## src/rtl/hs_flow_pkg.sv

```systemverilog
package hs_flow_pkg;
  typedef enum logic [1:0] {
    HS_GPIO = 2'd0,
    HS_CTS  = 2'd1,
    HS_RTS  = 2'd2
  } hs_mode_e;

  function automatic hs_mode_e hs_decode(input logic off, input logic sel);
    if (off)      return HS_GPIO;
    else if (sel) return HS_RTS;
    else          return HS_CTS;
  endfunction
endpackage

```

## src/rtl/hs_sync.sv

```systemverilog
module hs_sync #(
  parameter int   STAGES  = 2,
  parameter logic RST_VAL = 1'b1
) (
  input  logic clk_i,
  input  logic rst_ni,
  input  logic d_i,
  output logic q_o
);
  logic [STAGES-1:0] stg_q;

  generate
    for (genvar i = 0; i < STAGES; i++) begin : g_stg
      if (i == 0) begin : g_first
        always_ff @(posedge clk_i or negedge rst_ni)
          if (!rst_ni) stg_q[i] <= RST_VAL;
          else         stg_q[i] <= d_i;
      end else begin : g_next
        always_ff @(posedge clk_i or negedge rst_ni)
          if (!rst_ni) stg_q[i] <= RST_VAL;
          else         stg_q[i] <= stg_q[i-1];
      end
    end
  endgenerate

  assign q_o = stg_q[STAGES-1];
endmodule

```

## src/rtl/hs_fall_det.sv

```systemverilog
module hs_fall_det #(
  parameter int SYNC_STAGES = 2
) (
  input  logic clk_i,
  input  logic rst_ni,
  input  logic sig_i,
  output logic fall_o
);
  logic sig_s, prev_q;

  hs_sync #(.STAGES(SYNC_STAGES), .RST_VAL(1'b1)) u_sync (
    .clk_i (clk_i),
    .rst_ni(rst_ni),
    .d_i   (sig_i),
    .q_o   (sig_s)
  );

  always_ff @(posedge clk_i or negedge rst_ni)
    if (!rst_ni) prev_q <= 1'b1;
    else         prev_q <= sig_s;

  assign fall_o = prev_q & ~sig_s;
endmodule

```

## src/rtl/hs_rts_ctl.sv

```systemverilog
module hs_rts_ctl (
  input  logic clk_i,
  input  logic rst_ni,
  input  logic en_i,
  input  logic rx_ready_i,
  input  logic sclk_fall_i,
  output logic rts_low_o
);
  logic low_q, used_q, low_d, used_d;

  // used: request already released by an sclk fall; rearm needs ready to drop
  always_comb begin
    used_d = en_i & rx_ready_i & (used_q | (sclk_fall_i & low_q));
    low_d  = en_i & rx_ready_i & ~used_d;
  end

  always_ff @(posedge clk_i or negedge rst_ni)
    if (!rst_ni) begin
      low_q  <= 1'b0;
      used_q <= 1'b0;
    end else begin
      low_q  <= low_d;
      used_q <= used_d;
    end

  assign rts_low_o = low_q;
endmodule

```

## src/rtl/hs_flow_ctl.sv

```systemverilog
module hs_flow_ctl
  import hs_flow_pkg::*;
#(
  parameter int SYNC_STAGES = 2
) (
  input  logic clk_i,
  input  logic rst_ni,
  input  logic hs_off_i,
  input  logic hs_sel_i,
  input  logic gpio_dir_i,
  input  logic gpio_out_i,
  input  logic tx_busy_i,
  input  logic tx_done_i,
  input  logic rx_ready_i,
  input  logic sclk_i,
  input  logic pin_i,
  output logic tx_permit_o,
  output logic pin_o,
  output logic pin_oe_o
);
  hs_mode_e mode_d, mode_q;
  logic     cts_s, sclk_fall, rts_low;
  logic     permit_q, permit_d, oe_q, gpio_q;

  assign mode_d = hs_decode(hs_off_i, hs_sel_i);

  hs_sync #(.STAGES(SYNC_STAGES), .RST_VAL(1'b1)) u_cts_sync (
    .clk_i (clk_i),
    .rst_ni(rst_ni),
    .d_i   (pin_i),
    .q_o   (cts_s)
  );

  hs_fall_det #(.SYNC_STAGES(SYNC_STAGES)) u_sclk_fall (
    .clk_i (clk_i),
    .rst_ni(rst_ni),
    .sig_i (sclk_i),
    .fall_o(sclk_fall)
  );

  hs_rts_ctl u_rts (
    .clk_i      (clk_i),
    .rst_ni     (rst_ni),
    .en_i       (mode_d == HS_RTS),
    .rx_ready_i (rx_ready_i),
    .sclk_fall_i(sclk_fall),
    .rts_low_o  (rts_low)
  );

  // frame in flight keeps permission until it completes
  always_comb begin
    if (mode_d == HS_CTS) permit_d = ~cts_s | (tx_busy_i & ~tx_done_i);
    else                  permit_d = 1'b1;
  end

  always_ff @(posedge clk_i or negedge rst_ni)
    if (!rst_ni) begin
      mode_q   <= HS_GPIO;
      permit_q <= 1'b0;
      oe_q     <= 1'b0;
      gpio_q   <= 1'b1;
    end else begin
      mode_q   <= mode_d;
      permit_q <= permit_d;
      oe_q     <= (mode_d == HS_RTS) | ((mode_d == HS_GPIO) & gpio_dir_i);
      gpio_q   <= gpio_out_i;
    end

  always_comb begin
    unique case (mode_q)
      HS_GPIO: pin_o = gpio_q;
      HS_RTS:  pin_o = ~rts_low;
      default: pin_o = 1'b1;
    endcase
  end

  assign tx_permit_o = permit_q;
  assign pin_oe_o    = oe_q;
endmodule

```

## config.mk

```make
export PLATFORM = sky130hd
export DESIGN_NAME = hs_flow_ctl
export DESIGN_NICKNAME = d
export VERILOG_FILES = /design/src/rtl/hs_flow_pkg.sv /design/src/rtl/hs_sync.sv /design/src/rtl/hs_fall_det.sv /design/src/rtl/hs_rts_ctl.sv /design/src/rtl/hs_flow_ctl.sv
export SDC_FILE = /design/constraint.sdc
export NUM_CORES = 1
export LEC_CHECK = 0
export ABC_AREA = 1
export BUFFER_PORTS_ARGS = -buffer_cell sky130_fd_sc_hd__buf_2
export CORE_AREA = 2 2 39 41
export CTS_CLUSTER_DIAMETER = 200
export CTS_CLUSTER_SIZE = 28
export DETAILED_ROUTE_END_ITERATION = 12
export DIE_AREA = 0 0 41 43
export GPL_TIMING_DRIVEN = 0
export SLEW_MARGIN = 20
export SYNTH_ARGS = -nofsm -noshare
export SYNTH_HDL_FRONTEND = slang
export SYNTH_SLANG_ARGS = --single-unit
```

## constraint.sdc

```tcl
create_clock -name clk_i -period 2.1 [get_ports clk_i]
set_input_delay 0.315 -clock clk_i [delete_from_list [all_inputs] [get_ports clk_i]]
set_output_delay 0.315 -clock clk_i [all_outputs]
set_load 0.01 [all_outputs]
```

==> run_summary.xml <==
<?xml version="1.0" encoding="UTF-8"?>
<metrics>
  <group name="critical_path">
    <metric name="crit_type" unit="">flip-flop to output pin</metric>
    <metric name="worst_setup_path_end_kind" unit="">output pin</metric>
    <metric name="cp_num_buf_inv" unit="">1</metric>
    <metric name="path_cells" unit="">a21oi_1 -&gt; o21ai_0 -&gt; buf_2</metric>
    <metric name="timing.critical_path.required" unit="ns">1.78</metric>
    <metric name="worstPathArrival" unit="ns">1.05</metric>
    <metric name="critical_path_peak_fanout" unit="">1</metric>
    <metric name="cp_slowest_stage_delay" unit="ns">0.52</metric>
    <metric name="crit_path_top_delay_cell" unit="">sky130_fd_sc_hd__dfstp_2</metric>
    <metric name="setup_crit_start_kind" unit="">flip-flop</metric>
    <metric name="worst_path_dominant_cell_family" unit="">flip-flops</metric>
  </group>
  <group name="clock_network">
    <metric name="clk-insertion-delay-late" unit="ns">0.27</metric>
    <metric name="cts_inserted_buffers" unit="">3</metric>
    <metric name="cts_post_setup_buffers_inserted" unit="">0</metric>
    <metric name="cts.htree.levels" unit="">1</metric>
    <metric name="cts.clk_slew.worst_paths" unit="ns">0.07</metric>
    <metric name="root_buffer" unit="">sky130_fd_sc_hd__clkbuf_4</metric>
    <metric name="cts_num_sinks" unit="">12</metric>
    <metric name="clockBufferDepth" unit="">2</metric>
    <metric name="tritoncts" unit="">done</metric>
  </group>
  <group name="floorplanning">
    <metric name="die_width" unit="µm">41</metric>
    <metric name="boundaryPins" unit="">14</metric>
    <metric name="core-area" unit="µm²">1380</metric>
    <metric name="die_area" unit="µm²">1760</metric>
    <metric name="dieHeight" unit="µm">43</metric>
    <metric name="initial_utilization" unit="%">28.8</metric>
    <metric name="rows" unit="">14</metric>
  </group>
  <group name="timing">
    <metric name="worst_slew_pin_slew" unit="ns">0.254</metric>
    <metric name="setup_viol" unit="">0</metric>
    <metric name="grt_setup_unrepaired" unit="">no</metric>
    <metric name="final.hold.worst_slack" unit="ns">0.133</metric>
    <metric name="final_period_minus_worst_setup_slack" unit="ns">1.36</metric>
    <metric name="final.setup.tns" unit="ns">0</metric>
    <metric name="fmax_achieved" unit="MHz">734</metric>
    <metric name="slew_headroom" unit="%">83.1</metric>
    <metric name="report.final.hold_viol_count" unit="">0</metric>
    <metric name="part_of_the_cycle_the_worst_path_needs" unit="%">64.9</metric>
    <metric name="finalClockSkew" unit="ns">0.0116</metric>
    <metric name="report.final.slew_viol_count" unit="">0</metric>
  </group>
  <group name="layout">
    <metric name="antenna-diode-count" unit="">0</metric>
    <metric name="fin_nets" unit="">60</metric>
    <metric name="final_cell_count_no_fill" unit="">64</metric>
    <metric name="layout-drive-gt1-share" unit="%">54.2</metric>
    <metric name="syn2layout_area_growth" unit="%">30.4</metric>
    <metric name="nFillCells" unit="">141</metric>
  </group>
  <group name="yosys">
    <metric name="synthXorXnorAreaFrac" unit="%">0</metric>
    <metric name="syn-mean-instance-area" unit="µm²">13.3</metric>
    <metric name="syn-num-nets" unit="">41</metric>
    <metric name="yosys_register_bits" unit="">12</metric>
    <metric name="ys_warn_count" unit="">0</metric>
    <metric name="ys_types" unit="">12</metric>
    <metric name="seq_area_frac_synth" unit="%">77.1</metric>
    <metric name="synth_fa_ha_area_share" unit="%">0</metric>
    <metric name="combinational_family_with_the_most_area_after_synthesis" unit="">simple AND/OR/NAND/NOR gates</metric>
    <metric name="post_synth_and_or_nand_nor_area_fraction" unit="%">10.7</metric>
    <metric name="synthesis.area" unit="µm²">399</metric>
    <metric name="synth.mux.area_fraction" unit="%">0</metric>
    <metric name="synthesis.instances" unit="">30</metric>
    <metric name="synth_compound_area_share" unit="%">6.58</metric>
  </group>
  <group name="power_and_ir_drop">
    <metric name="power.density_cell_area" unit="nW/µm²">813</metric>
    <metric name="fin_total_pwr" unit="W">0.000423</metric>
    <metric name="leakage" unit="nW">0.253</metric>
    <metric name="power.ir.vdd_worst" unit="mV">0.586</metric>
  </group>
  <group name="routing">
    <metric name="postRouteAntennaNets" unit="">0</metric>
    <metric name="detail_route.iter0.violations" unit="">8</metric>
    <metric name="drt_drc_violations_left" unit="">0</metric>
    <metric name="vias" unit="">255</metric>
    <metric name="finalWirelength" unit="µm">557</metric>
    <metric name="drt_pre_antenna_iters" unit="">4</metric>
    <metric name="drt_via_density" unit="">3.98</metric>
    <metric name="detail_route.wl_per_cell" unit="µm">8.70</metric>
  </group>
  <group name="global_route">
    <metric name="number_of_antenna_violations_at_the_first_check_in_global_routing" unit="">0</metric>
    <metric name="track_usage" unit="%">9.23</metric>
    <metric name="grt_pass1_vias" unit="">265</metric>
    <metric name="largest_net_degree_at_the_start_of_global_routing" unit="">13</metric>
    <metric name="first_pass_grt_wire_length" unit="µm">993</metric>
    <metric name="grt.overflow.total" unit="">0</metric>
  </group>
  <group name="hold_path">
    <metric name="hp-class" unit="">primary input to flip-flop</metric>
  </group>
  <group name="run">
    <metric name="max_cap_viol_count" unit="">0</metric>
  </group>
  <group name="place">
    <metric name="place.gp.congestion" unit="">0.641</metric>
    <metric name="placed_cells" unit="">59</metric>
    <metric name="buffer_ports.inserted" unit="">13</metric>
  </group>
  <group name="run_status">
    <metric name="status" unit="">completed</metric>
  </group>
</metrics>
==> flip-flops by register name, summed over array words and instances (netlist names) <==
register,flops
mode_q,2
gpio_q,1
u_cts_sync.stg_q,1
u_sclk_fall.u_sync.stg_q,1
tx_permit_o,1
pin_oe_o,1
u_sclk_fall.u_sync.q_o,1
u_cts_sync.q_o,1
u_rts.used_q,1
u_sclk_fall.prev_q,1
u_rts.rts_low_o,1
==> synthesized netlist by cell type <==
| library cell | n | area share [%] |
|---|---|---|
| sky130_fd_sc_hd__inv_1 | 6 | 5.6 |
| sky130_fd_sc_hd__dfstp_2 | 6 | 39 |
| sky130_fd_sc_hd__nor2_2 | 2 | 3.1 |
| sky130_fd_sc_hd__nand2_1 | 1 | 0.94 |
| sky130_fd_sc_hd__o211ai_1 | 1 | 1.9 |
| sky130_fd_sc_hd__nor2_1 | 3 | 2.8 |
| sky130_fd_sc_hd__a21oi_1 | 1 | 1.3 |
| sky130_fd_sc_hd__nand3_2 | 1 | 2.5 |
| sky130_fd_sc_hd__a21oi_2 | 1 | 2.2 |
| sky130_fd_sc_hd__nand3_1 | 1 | 1.3 |
| sky130_fd_sc_hd__o21ai_0 | 1 | 1.3 |
| sky130_fd_sc_hd__dfrtp_1 | 6 | 38 |
==> power by group <==
part / internal, W / leakage (nW) / switching [W] / total (W)
Combinational: 0.0000143 / 0.101 / 0.0000163 / 0.0000306
Clock: 0.0000734 / 0.0150 / 0.0000698 / 0.000143
Sequential: 0.000246 / 0.137 / 0.00000315 / 0.000250
==> area by class of cell <==
class	instances	area, µm²	share of cell area (%)
multi-input combinational	12	68.8	13.2
inverter	6	22.5	4.33
sequential	12	308	59.1
clock buffer	4	26.3	5.05
tap	16	20.0	3.85
timing repair buffer	14	75.1	14.4
==> layout by cell type (no fill, tap or decap), drive strengths merged <==
cell / count
buf: 13
nand2: 1
o211ai: 1
dlygate4sd3: 1
inv: 6
a21oi: 2
nor2: 5
nand3: 2
o21ai: 1
clkbuf: 4
dfstp: 6
dfrtp: 6
==> stage by stage <==
step                area (µm²)  setup WS, ns  util (%)
floorplan                  399          1.11         -
global placement           484          1.03      35.0
detailed placement         484          1.03      35.0
CTS                        520         0.716      37.6
global route               520         0.652      37.6
finish                     520         0.738      37.6
==> path summary, 6_finish.rpt <==
kind,end,from,slack [ns],cells after the start
worst max-delay path,pin_o,gpio_q,0.74,3
worst min-delay path,gpio_q,gpio_out_i,0.13,1
worst max register to register,u_rts.rts_low_o,u_sclk_fall.u_sync.q_o,1.27,4
worst min register to register,u_cts_sync.q_o,u_cts_sync.stg_q[0],0.34,0
max in group asynchronous,u_sclk_fall.prev_q,rst_ni,1.38,2
min in group asynchronous,u_rts.used_q,rst_ni,0.44,2
==> repair_timing <==
| item | in CTS | in global routing |
|---|---|---|
| hold buffers | 1 | 0 |
| hold endpoints to repair | 6 | 0 |
| setup endpoints to repair | 0 | 0 |
| gates resized for setup | 0 | 0 |
==> metal layers <==
metal | vias to the layer above | routed length, µm | GRT usage (%)
met3 | 0 | 49 | 9.42
met1 | 116 | 235 | 10.0
met5 | - | 0 | 0
met4 | 0 | 0 | 4.00
li1 | 128 | - | -
met2 | 11 | 272 | 11.6
==> logic make-up after synthesis <==
kind of cell,count (synthesis)
simple gates,8
compound gates,4
buf+inv,6
flops,12
Power figures use the tool's default switching activity.
